### config.mk
export PLATFORM = sky130hd
export DESIGN_NAME = fp_result_fixup
export DESIGN_NICKNAME = d
export VERILOG_FILES = /design/src/rtl/fpfix_pkg.sv /design/src/rtl/fpfix_classify.sv /design/src/rtl/fpfix_nan_pick.sv /design/src/rtl/fpfix_flag_acc.sv /design/src/rtl/fp_result_fixup.sv
export SDC_FILE = /design/constraint.sdc
export NUM_CORES = 1
export LEC_CHECK = 0
export ABC_AREA = 1
export BUFFER_PORTS_ARGS = -buffer_cell sky130_fd_sc_hd__buf_2
export CAP_MARGIN = 40
export CORE_UTILIZATION = 35
export DETAILED_ROUTE_END_ITERATION = 8
export PLACE_DENSITY_LB_ADDON = 0.25
export SLEW_MARGIN = 20
export SYNTH_ARGS = -nofsm -noshare
export SYNTH_HDL_FRONTEND = slang
export SYNTH_SLANG_ARGS = --single-unit
### constraint.sdc
create_clock -name clk -period 1.98 [get_ports clk]
set_input_delay 0 -clock clk [delete_from_list [all_inputs] [get_ports clk]]
set_output_delay 0 -clock clk [all_outputs]
set_load 0.05 [all_outputs]
### src/rtl/fpfix_pkg.sv
package fpfix_pkg;

  // classification of one value in the selected format
  typedef struct packed {
    logic nan;
    logic sub;
  } fp_cls_t;

  // exception flag positions
  localparam int unsigned FLG_INV = 0;
  localparam int unsigned FLG_DZ  = 1;
  localparam int unsigned FLG_OF  = 2;
  localparam int unsigned FLG_UF  = 3;
  localparam int unsigned FLG_IX  = 4;

endpackage

### src/rtl/fpfix_classify.sv
module fpfix_classify #(
  parameter int SE = 8,
  parameter int SF = 23,
  parameter int DE = 11,
  parameter int DF = 52
) (
  input  logic                 is_double,
  input  logic [DE+DF:0]       val,
  output fpfix_pkg::fp_cls_t   cls,
  output logic [DE+DF:0]       view
);
  localparam int W = 1 + DE + DF;

  logic [1:0]   nan_f;
  logic [1:0]   sub_f;
  logic [W-1:0] view_f [2];

  // one decoder per format; the format select picks afterwards
  for (genvar g = 0; g < 2; g++) begin : g_fmt
    localparam int E = (g == 0) ? SE : DE;
    localparam int F = (g == 0) ? SF : DF;
    localparam int N = 1 + E + F;

    logic [N-1:0] v;
    logic         exp_ones;
    logic         exp_zero;
    logic         frac_nz;

    assign v         = val[N-1:0];
    assign exp_ones  = &v[N-2:F];
    assign exp_zero  = ~|v[N-2:F];
    assign frac_nz   = |v[F-1:0];
    assign nan_f[g]  = exp_ones & frac_nz;
    assign sub_f[g]  = exp_zero & frac_nz;
    assign view_f[g] = W'(v);
  end

  always_comb begin
    cls.nan = is_double ? nan_f[1] : nan_f[0];
    cls.sub = is_double ? sub_f[1] : sub_f[0];
    view    = is_double ? view_f[1] : view_f[0];
  end

endmodule

### src/rtl/fpfix_nan_pick.sv
module fpfix_nan_pick #(
  parameter int SE = 8,
  parameter int SF = 23,
  parameter int DE = 11,
  parameter int DF = 52
) (
  input  logic           is_double,
  input  logic           two_ops,
  input  logic           dnan_en,
  input  logic           a_nan,
  input  logic           b_nan,
  input  logic [DE+DF:0] view_a,
  input  logic [DE+DF:0] view_b,
  output logic [DE+DF:0] nan_val
);
  localparam int W  = 1 + DE + DF;
  localparam int SN = 1 + SE + SF;
  localparam logic [W-1:0] S_QNAN = W'({1'b0, {SE{1'b1}}, 1'b1, {(SF-1){1'b0}}});
  localparam logic [W-1:0] D_QNAN = {1'b0, {DE{1'b1}}, 1'b1, {(DF-1){1'b0}}};

  logic [W-1:0] qpat;
  logic         a_quiet_bit;
  logic         b_quiet_bit;
  logic         a_snan;
  logic         b_snan;
  logic         b_live;

  assign qpat        = is_double ? D_QNAN : S_QNAN;
  assign a_quiet_bit = is_double ? view_a[DF-1] : view_a[SF-1];
  assign b_quiet_bit = is_double ? view_b[DF-1] : view_b[SF-1];
  assign b_live      = two_ops & b_nan;
  assign a_snan      = a_nan & ~a_quiet_bit;
  assign b_snan      = b_live & ~b_quiet_bit;

  always_comb begin
    if (dnan_en || !(a_nan || b_live))
      nan_val = qpat;
    else if (a_snan)
      nan_val = view_a | qpat;
    else if (b_snan)
      nan_val = view_b | qpat;
    else if (a_nan)
      nan_val = view_a;
    else
      nan_val = view_b;
  end

  // a chosen NaN never leaves the single-precision field
  always_comb begin
    if (!is_double) begin
      a_p_single_width_r1: assert (nan_val[W-1:SN] == '0);
    end
  end

endmodule

### src/rtl/fpfix_flag_acc.sv
module fpfix_flag_acc #(
  parameter int NFLAG  = 5,
  parameter int UF_BIT = 3
) (
  input  logic             clk,
  input  logic             rst,
  input  logic             upd,
  input  logic [NFLAG-1:0] core_flags,
  input  logic             uf_hit,
  input  logic             idn_hit,
  output logic [NFLAG-1:0] sticky,
  output logic             idn
);
  logic [NFLAG-1:0] uf_mask;

  assign uf_mask = NFLAG'(uf_hit) << UF_BIT;

  always_ff @(posedge clk) begin
    if (rst) begin
      sticky <= '0;
      idn    <= 1'b0;
    end else if (upd) begin
      sticky <= sticky | core_flags | uf_mask;
      idn    <= idn | idn_hit;
    end
  end

  p_flags_sticky_r8: assert property (@(posedge clk) disable iff (rst)
    (sticky & $past(sticky)) == $past(sticky));

  p_idn_sticky_r8: assert property (@(posedge clk) disable iff (rst)
    $past(idn) |-> idn);

  p_core_merge_r8: assert property (@(posedge clk) disable iff (rst)
    upd |=> ((sticky & $past(core_flags)) == $past(core_flags)));

endmodule

### src/rtl/fp_result_fixup.sv
module fp_result_fixup #(
  parameter int SE    = 8,
  parameter int SF    = 23,
  parameter int DE    = 11,
  parameter int DF    = 52,
  parameter int NFLAG = 5
) (
  input  logic                  clk,
  input  logic                  rst,
  input  logic                  in_valid,
  input  logic                  is_double,
  input  logic                  two_ops,
  input  logic                  ftz_en,
  input  logic                  dnan_en,
  input  logic [DE+DF:0]        op_a,
  input  logic [DE+DF:0]        op_b,
  input  logic [DE+DF:0]        raw_res,
  input  logic [NFLAG-1:0]      core_flags,
  output logic                  out_valid,
  output logic [DE+DF:0]        fixed_res,
  output logic [DE+DF:0]        flush_a,
  output logic [DE+DF:0]        flush_b,
  output logic [NFLAG-1:0]      exc_flags,
  output logic                  in_denorm
);
  import fpfix_pkg::*;

  localparam int W  = 1 + DE + DF;
  localparam int SN = 1 + SE + SF;

  fp_cls_t      cls_a, cls_b, cls_r, cls_o;
  logic [W-1:0] view_a, view_b, view_r, view_o;
  logic [W-1:0] nan_val;
  logic [W-1:0] szero_r;
  logic [W-1:0] res_d, fa_d, fb_d;
  logic         uf_hit, idn_hit;
  logic         dbl_q, ftz_q;

  fpfix_classify #(.SE(SE), .SF(SF), .DE(DE), .DF(DF)) u_cls_a (
    .is_double(is_double), .val(op_a), .cls(cls_a), .view(view_a));
  fpfix_classify #(.SE(SE), .SF(SF), .DE(DE), .DF(DF)) u_cls_b (
    .is_double(is_double), .val(op_b), .cls(cls_b), .view(view_b));
  fpfix_classify #(.SE(SE), .SF(SF), .DE(DE), .DF(DF)) u_cls_r (
    .is_double(is_double), .val(raw_res), .cls(cls_r), .view(view_r));

  fpfix_nan_pick #(.SE(SE), .SF(SF), .DE(DE), .DF(DF)) u_pick (
    .is_double(is_double),
    .two_ops  (two_ops),
    .dnan_en  (dnan_en),
    .a_nan    (cls_a.nan),
    .b_nan    (cls_b.nan),
    .view_a   (view_a),
    .view_b   (view_b),
    .nan_val  (nan_val)
  );

  // zero carrying the sign of the raw result in the active format
  assign szero_r = is_double ? {view_r[W-1], {(W-1){1'b0}}}
                             : W'({view_r[SN-1], {(SN-1){1'b0}}});

  assign uf_hit  = ftz_en & cls_r.sub;
  assign idn_hit = ftz_en & (cls_a.sub | (two_ops & cls_b.sub));

  always_comb begin
    if (cls_r.nan)
      res_d = nan_val;
    else if (uf_hit)
      res_d = szero_r;
    else
      res_d = view_r;
    fa_d = (ftz_en && cls_a.sub) ? '0 : view_a;
    fb_d = (ftz_en && two_ops && cls_b.sub) ? '0 : view_b;
  end

  always_ff @(posedge clk) begin
    if (rst) begin
      out_valid <= 1'b0;
      fixed_res <= '0;
      flush_a   <= '0;
      flush_b   <= '0;
      dbl_q     <= 1'b0;
      ftz_q     <= 1'b0;
    end else begin
      out_valid <= in_valid;
      if (in_valid) begin
        fixed_res <= res_d;
        flush_a   <= fa_d;
        flush_b   <= fb_d;
        dbl_q     <= is_double;
        ftz_q     <= ftz_en;
      end
    end
  end

  fpfix_flag_acc #(.NFLAG(NFLAG), .UF_BIT(FLG_UF)) u_flags (
    .clk       (clk),
    .rst       (rst),
    .upd       (in_valid),
    .core_flags(core_flags),
    .uf_hit    (uf_hit),
    .idn_hit   (idn_hit),
    .sticky    (exc_flags),
    .idn       (in_denorm)
  );

  // re-classify the registered result for the output checks
  fpfix_classify #(.SE(SE), .SF(SF), .DE(DE), .DF(DF)) u_cls_o (
    .is_double(dbl_q), .val(fixed_res), .cls(cls_o), .view(view_o));

  p_single_upper_zero_r1: assert property (@(posedge clk) disable iff (rst)
    (out_valid && !dbl_q) |-> (view_o == fixed_res));

  p_out_nan_quiet_r4: assert property (@(posedge clk) disable iff (rst)
    (out_valid && cls_o.nan) |-> (dbl_q ? fixed_res[DF-1] : fixed_res[SF-1]));

  p_out_no_sub_r6: assert property (@(posedge clk) disable iff (rst)
    (out_valid && ftz_q) |-> !cls_o.sub);

  p_uf_raised_r6: assert property (@(posedge clk) disable iff (rst)
    (in_valid && ftz_en && cls_r.sub) |=> exc_flags[FLG_UF]);

  p_in_flush_r7: assert property (@(posedge clk) disable iff (rst)
    (in_valid && ftz_en && cls_a.sub) |=> (in_denorm && flush_a == '0));

endmodule

==> results_dict.tcl, run 1 <==
set metrics [dict create \
    synth_seq_area_share 0.410 \
    main_combinational_cell_family_by_area_after_synthesis "simple AND/OR/NAND/NOR gates" \
    worst_path_most_repeated_cell "sky130_fd_sc_hd__nand2_2" \
    nNetsFinal 2226 \
    die_x_microns 169 \
    n_fill_cell 2576 \
    post_route_cells_drive_above_1_share 0.293 \
    portBuffers 402 \
    full_die_area_sq_um 28500 \
    yosys.area.top_type_share 0.410 \
    simple_gate_fraction_of_synth_area 0.326 \
    end_kind "flip-flop" \
    synth-adder-area-share 0 \
    synth.lib_cells_used.distinct 36 \
    detail_route.drc_violations 0 \
    wl_microns 45100 \
    holdPathStages 4 \
    power.density_cell_area_nw_per_um2 685 \
    mappedNetlistArea_sq_um 9720 \
    ys.warnings.count 0 \
    critPathMaxStageDelay_ns 0.54 \
    gp_routability_congestion 0.946 \
    clock_tree.htree_level_count 4 \
    antenna_violations_before_repair 10 \
    p_leak_uw 0.00694 \
    min_period_over_period 0.958 \
    cpMaxStageDelayCell "sky130_fd_sc_hd__dlygate4sd3_1" \
    synth_area_per_cell_sq_um 6.95 \
    yosys-top-cells-area "sky130_fd_sc_hd__dfxtp_1 (41%), sky130_fd_sc_hd__nand2_1 (11%), sky130_fd_sc_hd__a21oi_1 (11%)" \
    fp.dieH_microns 169 \
    cts-buffers-inserted 17 \
    initialDrtViolationCount 1202 \
    post-route-min-period_ns 1.90 \
    timing.reg2reg.worst_path_depth 2 \
    worstPathCellList "dlygate4sd3_1 -> buf_2 -> nor2_1 -> nand2_1 -> nor2_1 -> nand3_1 -> inv_1 -> nand2_2 -> nand2_2 -> nand2_2 -> nand2_4 -> buf_12 -> nor2_4 -> o211ai_1 -> a21oi_1" \
    tns_ns 0 \
    via_count 13000 \
    outcome "finished clean" \
    cts_tree "done" \
    design.portCount 403 \
    place_area_sq_um 12800 \
    yosys_most_used_dff "sky130_fd_sc_hd__dfxtp_1" \
    crit_required_ns 2.35 \
    cts_max_path_buffers 2 \
    synth_edf_count 0 \
    fp.coreArea_sq_um 27100 \
    cts.root.buffer_cell "sky130_fd_sc_hd__clkbuf_16" \
    detailedRoute.firstPassIterationCount 7 \
    async_reset_ff_frac 0 \
    grt_start_max_net_pins 75 \
    yosysTopAreaCell "sky130_fd_sc_hd__dfxtp_1" \
    final-setup-viol-count 0 \
    slew_headroom 0.614 \
    numClockSinks 199 \
    ys_ff_latch 199 \
    groute.usage.overall 0.299 \
    number_of_core_rows 60 \
    maximum_capacitance_violations 0 \
    route.detailed.vias_per_inst 5.36 \
    start_util 0.359 \
    max_slew.worst_pin.slew_ns 0.578 \
    netlist_instances 1400 \
    cts.reportedPaths.clkPinSlew_ns 0.08 \
    achievable-frequency_mhz 527 \
    postSynthNetCount 1604 \
    grt_overflow_total 0 \
    worstSkewPairLatency_ns 0.43 \
    clock_skew_ns 0 \
    cp.arrival_ns 2.27 \
    synth.area.mux_share 0 \
    vias_in_the_first_global_route 12000 \
    post-synth-top-count-cell "sky130_fd_sc_hd__nand2_1" \
    drtAntennaViolNets 0 \
    number_of_pins_with_negative_max_slew_slack_in_the_final_report 0 \
    finish.instance_area_sq_um 15400 \
    hold-worst-slack_ns 0.00493 \
    critical_path_class "input port to flip-flop" \
    wire_per_inst_microns 18.7 \
    max-vdd-ir-drop_v 0.000484 \
    holdCritPathClass "input port to flip-flop" \
    total_power_uw 10600 \
    critical_path.max_fanout 11 \
    place.detailed.hpwl_microns 30900 \
    hold_vio_cnt_final 0 \
    synth_compound_gate_area_share 0.199 \
    grt_pass1_wl_microns 66300 \
    worstSetupStartpointType "input port" \
    flow.area_growth_from_synthesis_pct 58.5 \
    synth-xor-area-share 0 \
    layout.core_utilization 0.569 \
    ys_top_cells_by_count "sky130_fd_sc_hd__nand2_1 (289), sky130_fd_sc_hd__a21oi_1 (206), sky130_fd_sc_hd__dfxtp_1 (199)" \
]
## timing repair
action                     4_1_cts  5_1_grt
hold buffers                   192        0
hold endpoints to repair       192        0
setup buffers                    0        4
gates resized for setup          0       12
setup endpoints to repair        0       54
## worst paths after layout
check | startpoint | endpoint | slack (ns)
worst min register to register | u_flags.sticky[3] | u_flags.sticky[3] | 0.46
worst max register to register | fixed_res[10] | fixed_res[10] | 1.29
worst max-delay path | raw_res[10] | fixed_res[18] | 0.08
worst min-delay path | in_valid | flush_b[12] | 0.005
## critical path, delay by kind of cell
kind / cells / cell delay, ns
AND/OR/NAND/NOR: 9 / 1.03
AO/OA/AOI/OAI: 2 / 0.32
buffers and inverters: 4 / 0.91
## registers in the layout, summed over array words and instances, names as in the netlist
| signal | count |
|---|---|
| out_valid | 1 |
| fixed_res | 64 |
| u_flags.sticky | 5 |
| flush_a | 64 |
| flush_b | 64 |
| u_flags.idn | 1 |
## power breakdown
group          internal [uW]  switching (uW)  leakage [uW]  total (uW)
Combinational            942            1760       0.00502        2710
Clock                   1720            1810      0.000284        3530
Sequential              4210             105       0.00164        4320
## final cells by class
type                            count  area, sq um  area share
Antenna cell                        7         17.5     0.00114
Clock buffer                       19          443      0.0287
Clock inverter                     13          135     0.00877
Inverter                           30          123     0.00796
Multi-Input combinational cell   1059         5180       0.336
Sequential cell                   199         3980       0.259
Tap cell                          372          465      0.0302
Timing Repair Buffer              715         5060       0.328
## metal layers
layer	track usage	routed length [microns]	vias to the layer above
met4	0.145	2160	6
met3	0.0772	4220	142
met2	0.473	20500	767
met5	0	30	-
li1	-	-	6087
met1	0.379	18100	5949
## cell usage in the layout (no fill, tap or decap), types with 55 or more instances in the layout
master / instances
sky130_fd_sc_hd__buf_2: 397
sky130_fd_sc_hd__a21oi_1: 206
sky130_fd_sc_hd__dlygate4sd3_1: 192
sky130_fd_sc_hd__dfxtp_1: 199
sky130_fd_sc_hd__nand4_1: 57
sky130_fd_sc_hd__nand3_1: 145
sky130_fd_sc_hd__nand2_1: 285
sky130_fd_sc_hd__buf_4: 108
sky130_fd_sc_hd__nor2_1: 139
sky130_fd_sc_hd__o21ai_0: 55
## logic make-up after synthesis
| family | after synthesis |
|---|---|
| flip-flops | 199 |
| buffers and inverters | 146 |
| AND/OR/NAND/NOR | 697 |
| AO/OA/AOI/OAI | 358 |
## stage by stage
step | setup slack, ns | std cells
2_1_floorplan | 0.536 | 1400
3_3_place_gp | -0.189 | 2177
3_5_place_dp | -0.221 | 2177
4_1_cts | 0.00145 | 2401
5_1_grt | -0.00375 | 2413
6_report | 0.0829 | 2414
Note: power is estimated with default switching activity, not from simulation.
==> run 2: changes to the inputs <==
- ABC_AREA: 1 -> not set
==> run 2 against run 1 <==
Against the previous run:
- worst hold slack better by 0.0085 ns
- final area decreased by 2.1%
- synthesized area decreased by 12%
- register-to-register slack lost 0.16 ns
- combinational power down 5%
- setup slack worse by 0.075 ns
- die area fell by 12%
- synthesized cell count is 29% lower
- largest power group unchanged
- highest routed layer is now met4
==> results_dict.tcl, run 2 <==
set metrics [dict create \
    outcome "finished clean" \
    number_of_pins_with_negative_max_slew_slack_in_the_final_report 0 \
    most-common-layout-cells "sky130_fd_sc_hd__buf_2 (400), sky130_fd_sc_hd__buf_4 (242), sky130_fd_sc_hd__dfxtp_1 (199)" \
    detail_route.drc_violations 0 \
    wire_per_inst_microns 18.7 \
    cts.root.buffer_cell "sky130_fd_sc_hd__clkbuf_16" \
    finish.instance_area_sq_um 15100 \
    post-synth-top-count-cell "sky130_fd_sc_hd__dfxtp_1" \
    route.detailed.vias_per_inst 5.31 \
    place.detailed.hpwl_microns 27700 \
    final-setup-viol-count 0 \
    ys_top_cells_by_count "sky130_fd_sc_hd__dfxtp_1 (199), sky130_fd_sc_hd__nor2_1 (112), sky130_fd_sc_hd__nand2_1 (109)" \
    cp.arrival_ns 2.25 \
    worstSkewPairLatency_ns 0.42 \
    nNetsFinal 1964 \
    path_depth 10 \
    layout_commonest_cell "sky130_fd_sc_hd__buf_2" \
    clock_skew_ns 0 \
    postSynthNetCount 1203 \
    post_route_cells_drive_above_1_share 0.415 \
    p_leak_uw 0.00685 \
    rsz_0062_raised_after_global_routing "yes" \
    worst_hold_path_endpoint "flush_a[21]" \
    grt_overflow_total 0 \
    yosysTopAreaCell "sky130_fd_sc_hd__dfxtp_1" \
    yosys_most_used_dff "sky130_fd_sc_hd__dfxtp_1" \
    cts.reportedPaths.clkPinSlew_ns 0.08 \
    grt_pass1_wl_microns 58100 \
    place_area_sq_um 12700 \
    min_period_over_period 0.996 \
    clock_tree.htree_level_count 4 \
    design.portCount 403 \
    vias_in_the_first_global_route 10600 \
    yosys.area.top_type_share 0.466 \
    layout.core_utilization 0.637 \
    slew_headroom 0.589 \
    holdCritPathClass "input port to flip-flop" \
    crit_required_ns 2.26 \
    grt_start_max_net_pins 80 \
    reg2reg_setup_slack_ns 1.13 \
    crit_reg_reg_endpoint "fixed_res[0]" \
    n_fill_cell 1993 \
    hold_vio_cnt_final 0 \
    numClockSinks 199 \
    biggestRegsByFlops "fixed_res (64), flush_a (64), flush_b (64)" \
    cts_max_path_buffers 2 \
    maximum_capacitance_violations 0 \
    hold_path_origin "op_a[21]" \
    initialDrtViolationCount 814 \
    post-route-min-period_ns 1.97 \
    power.density_cell_area_nw_per_um2 685 \
    cts-buffers-inserted 17 \
    synth_area_per_cell_sq_um 8.56 \
    fp.dieH_microns 158 \
    timing.reg2reg.worst_path_depth 2 \
    antenna_violations_before_repair 3 \
    flow.area_growth_from_synthesis_pct 76.5 \
    via_count 11100 \
    critical_path_buf_inv_count 4 \
    portBuffers 402 \
    max-vdd-ir-drop_v 0.000494 \
    achievable-frequency_mhz 507 \
    ys_ff_latch 199 \
    synth_seq_area_share 0.466 \
    worst_setup_path_startpoint "raw_res[60]" \
    worstPathCellList "dlygate4sd3_1 -> buf_2 -> nor3_2 -> buf_4 -> nand2_1 -> o32a_2 -> nor3b_4 -> buf_12 -> a22oi_1 -> o21ai_0" \
    mappedNetlistArea_sq_um 8550 \
    critPathMaxStageDelay_ns 0.53 \
    full_die_area_sq_um 25100 \
    regToRegStartpoint "fixed_res[0]" \
    synth.lib_cells_used.distinct 50 \
    critical_path.max_fanout 25 \
    delay_heaviest_family_cp "buffers and inverters" \
    yosys-top-cells-area "sky130_fd_sc_hd__dfxtp_1 (47%), sky130_fd_sc_hd__a22oi_1 (7.5%), sky130_fd_sc_hd__nor2_1 (4.9%)" \
    cpMaxStageDelayCell "sky130_fd_sc_hd__dlygate4sd3_1" \
    die_x_microns 158 \
    groute.usage.overall 0.300 \
    start_util 0.361 \
    end_kind "flip-flop" \
    worstSetupStartpointType "input port" \
    fp.coreArea_sq_um 23700 \
    max_slew.worst_pin.slew_ns 0.616 \
    cts_tree "done" \
    ys.warnings.count 0 \
    detailedRoute.firstPassIterationCount 5 \
    netlist_instances 999 \
    number_of_core_rows 56 \
    async_reset_ff_frac 0 \
    gp_routability_congestion 0.911 \
    wl_microns 39200 \
    drtAntennaViolNets 0 \
    holdPathStages 4 \
    critical_path_class "input port to flip-flop" \
    synth_edf_count 0 \
]
-- run 2: cell types whose count changed after synthesis, sizes merged, moves of 31 or more --
cell,previous run,this run
a21oi,207,86
a22oi,0,85
a31oi,43,1
buf,51,20
nand2,299,109
nand3,151,70
nor4,8,41
o21ai,77,39
-- run 2: final cells by class --
| type | count | area (sq um) | share of cell area |
|---|---|---|---|
| timing repair buffer | 822 | 5730 | 0.380 |
| inverter | 8 | 32.5 | 0.00216 |
| multi-input combinational | 712 | 4360 | 0.289 |
| antenna | 3 | 7.51 | 0.000497 |
| clock buffer | 19 | 443 | 0.0293 |
| clock inverter | 13 | 135 | 0.00895 |
| tap | 319 | 399 | 0.0264 |
| sequential | 199 | 3980 | 0.264 |
-- run 2: stage by stage --
step | worst slack (ns) | total power (uW) | cells | setup TNS, ns | hold WS, ns
after floorplan | 0.00232 | 5610 | 999 | 0 | 0.123
after global routing | -0.0202 | 10700 | 2095 | -0.115 | 0.0167
after global placement | -0.670 | 6630 | 1890 | -38.00 | 0.228
after detailed placement | -0.699 | 6660 | 1890 | -40.25 | 0.242
after CTS | 0.00838 | 10300 | 2089 | 0 | 0.000178
final | 0.00773 | 10300 | 2095 | 0 | 0.0134
-- run 2: worst max-delay path by stage --
stage | end | slack [ns]
after floorplan | fixed_res[15] | 0.002
after global placement | fixed_res[36] | -0.67
after detailed placement | fixed_res[45] | -0.70
after CTS | fixed_res[26] | 0.008
after global routing | fixed_res[26] | -0.02
final | fixed_res[0] | 0.008
-- run 2: cell families after synthesis --
kind of cell | synth area share
flops | 0.466
compound gates | 0.233
mux | 0.0378
buf+inv | 0.0448
simple gates | 0.218
-- run 2: timing repair --
action / CTS / global route
pin swaps: 0 / 5
gates resized for setup: 4 / 19
gates cloned: 0 / 0
endpoints found under the setup margin: 25 / 45
endpoints found under the hold margin: 172 / 0
hold buffers: 166 / 0
setup buffers: 1 / 2
-- run 2: worst reg2reg max path, stage by stage, from the launching register on --
cell and delay [ns]:
sky130_fd_sc_hd__dfxtp_1 0.33, sky130_fd_sc_hd__a22oi_1 0.22, sky130_fd_sc_hd__o21ai_0 0.17
-- run 2: power breakdown --
group          total, uW  internal (uW)  switching, uW
Sequential          4310           4200            104
Clock               3470           1720           1750
Combinational       2570            995           1570
Total              10300           6920           3430
-- run 2: layer usage --
layer  GRT usage  vias to the layer above  wire length, microns
met3      0.0553                       84                  2800
li1            -                     5240                     -
met5           0                        -                     0
met1       0.389                     5270                 16600
met4       0.125                        0                  1360
met2       0.490                      520                 18400
==> run 3: changes to the inputs <==
- BUFFER_PORTS_ARGS: -buffer_cell sky130_fd_sc_hd__buf_2 -> -buffer_cell sky130_fd_sc_hd__clkbuf_2
==> run 3 against run 2 <==
Against the previous run:
- global-route usage is 0.47 points higher
- final area is essentially flat
- non-clock buffer count down 6
- worst hold slack better by 0.0062 ns
- clock skew did not move
- combinational power barely moved
- maximum frequency up 2.6%
- first-iteration DRC count is 4.1% higher
- die area is the same
- setup slack better by 0.049 ns
==> results_dict.tcl, run 3 (synthesis gave the netlist of run 2 again) <==
set metrics [dict create \
    portBuffers 402 \
    biggestRegsByFlops "fixed_res (64), flush_a (64), flush_b (64)" \
    n_antenna_cell 0 \
    detailedPlace.worstSlack_ns -0.621 \
    wl_microns 39500 \
    end_kind "flip-flop" \
    gp_routability_congestion 0.898 \
    cts_tree "done" \
    flow.area_growth_from_synthesis_pct 76.7 \
    outcome "finished clean" \
    cts_max_path_buffers 2 \
    groute.usage.overall 0.305 \
    achievable-frequency_mhz 520 \
    p_leak_uw 0.00677 \
    power.density_cell_area_nw_per_um2 692 \
    start_util 0.361 \
    numClockSinks 199 \
    max-vdd-ir-drop_v 0.000445 \
    critical_path_class "input port to flip-flop" \
    vias_in_the_first_global_route 10900 \
    drtAntennaViolNets 0 \
    cpMaxStageDelayCell "sky130_fd_sc_hd__a221oi_1" \
    initialDrtViolationCount 847 \
    die_x_microns 158 \
    fp.coreArea_sq_um 23700 \
    grt_pass1_wl_microns 58500 \
    full_die_area_sq_um 25100 \
    worstSkewPairLatency_ns 0.43 \
    register_area_sq_um 3980 \
    clock_tree.htree_level_count 4 \
    via_count 11100 \
    place.detailed.hpwl_microns 27200 \
    cts-buffers-inserted 17 \
    cp.arrival_ns 2.21 \
    post_route_cells_drive_above_1_share 0.414 \
    worstPathCellList "clkbuf_2 -> nor4_1 -> buf_4 -> nand4_1 -> o31ai_2 -> and2_4 -> a21oi_4 -> nor3b_4 -> buf_8 -> a221oi_1 -> a211oi_1" \
    cts.reportedPaths.clkPinSlew_ns 0.08 \
    worstSetupStartpointType "input port" \
    antenna_violations_before_repair 0 \
    number_of_core_rows 56 \
    tns_ns 0 \
    hold_vio_cnt_final 0 \
    final.setup.worst_slack_ns 0.0570 \
    maximum_capacitance_violations 0 \
    n_fill_cell 2016 \
    critPathMaxStageDelay_ns 0.35 \
    post-route-min-period_ns 1.92 \
    total_power_uw 10500 \
    number_of_pins_with_negative_max_slew_slack_in_the_final_report 0 \
    cts.root.buffer_cell "sky130_fd_sc_hd__clkbuf_16" \
    grt_overflow_total 0 \
    wire_per_inst_microns 18.9 \
    route.detailed.vias_per_inst 5.32 \
    detailedRoute.firstPassIterationCount 6 \
    min_period_over_period 0.971 \
    clock_skew_ns 0 \
    design.portCount 403 \
    max_slew.worst_pin.slew_ns 0.828 \
    nNetsFinal 1958 \
    rsz_0062_raised_after_global_routing "yes" \
    holdCritPathClass "input port to flip-flop" \
    most-common-layout-cells "sky130_fd_sc_hd__clkbuf_2 (400), sky130_fd_sc_hd__buf_4 (233), sky130_fd_sc_hd__dfxtp_1 (199)" \
    final-setup-viol-count 0 \
    slew_headroom 0.448 \
    fp.dieH_microns 158 \
    critical_path.max_fanout 17 \
    layout_commonest_cell "sky130_fd_sc_hd__clkbuf_2" \
    detail_route.drc_violations 0 \
    layout.core_utilization 0.638 \
    multi_input_comb_area_sq_um 4390 \
    hold-worst-slack_ns 0.0196 \
    grt_start_max_net_pins 158 \
    crit_required_ns 2.27 \
]
-- run 3: changes by cell type in the layout (fill, tap and decap cells not counted), moves of 5 or more --
cell / delta
sky130_fd_sc_hd__buf_2: -400
sky130_fd_sc_hd__clkbuf_2: +400
sky130_fd_sc_hd__buf_4: -9
sky130_fd_sc_hd__a221oi_1: -5
sky130_fd_sc_hd__a221oi_2: +5
sky130_fd_sc_hd__clkinv_4: +5
sky130_fd_sc_hd__inv_6: -5
-- run 3: metrics by stage --
step	std cells	cell area [sq um]
after floorplan	999	8590
after global placement	1885	12700
after detailed placement	1886	12700
after CTS	2085	15000
after global routing	2086	15100
final	2086	15100
-- run 3: worst paths after layout --
| path | start | endpoint | slack [ns] | cells past startpoint |
|---|---|---|---|---|
| max | op_a[31] | fixed_res[38] | 0.06 | 11 |
| min | op_a[24] | flush_a[24] | 0.02 | 4 |
| max reg2reg | fixed_res[24] | fixed_res[24] | 1.19 | 3 |
| min reg2reg | flush_a[9] | flush_a[9] | 0.46 | 2 |
-- run 3: worst max-delay path, delay by kind of cell --
kind,cells,cell delay [ns]
and+or+nand+nor,4,0.92
buffers and inverters,3,0.46
AOI/OAI and AO/OA,4,0.82
-- run 3: repair_timing --
action	in CTS	in global routing
pin swaps	1	3
setup endpoints to repair	49	79
hold endpoints to repair	178	0
hold buffers	167	0
resized for setup	7	23
buffers inserted	0	1
-- run 3: final cells by class --
type                            instances  area share
Timing Repair Buffer                  816       0.378
Inverter                                8     0.00215
Clock inverter                         12     0.00886
Tap cell                              319      0.0264
Clock buffer                           20      0.0302
Sequential cell                       199       0.264
Multi-Input combinational cell        712       0.291
-- run 3: routing by layer --
layer  global-route usage  up-vias  wire, microns
li1                     -     5226              -
met1                0.382     5272          16700
met2                0.496      487          18300
met3               0.0705      109           2830
met4                0.143        0           1670
met5                    0        -              0
-- run 3: where the power goes --
group / switching, uW / internal (uW) / total [uW]
logic: 1580 / 991 / 2570
clock network: 1710 / 1850 / 3560
registers: 111 / 4200 / 4320
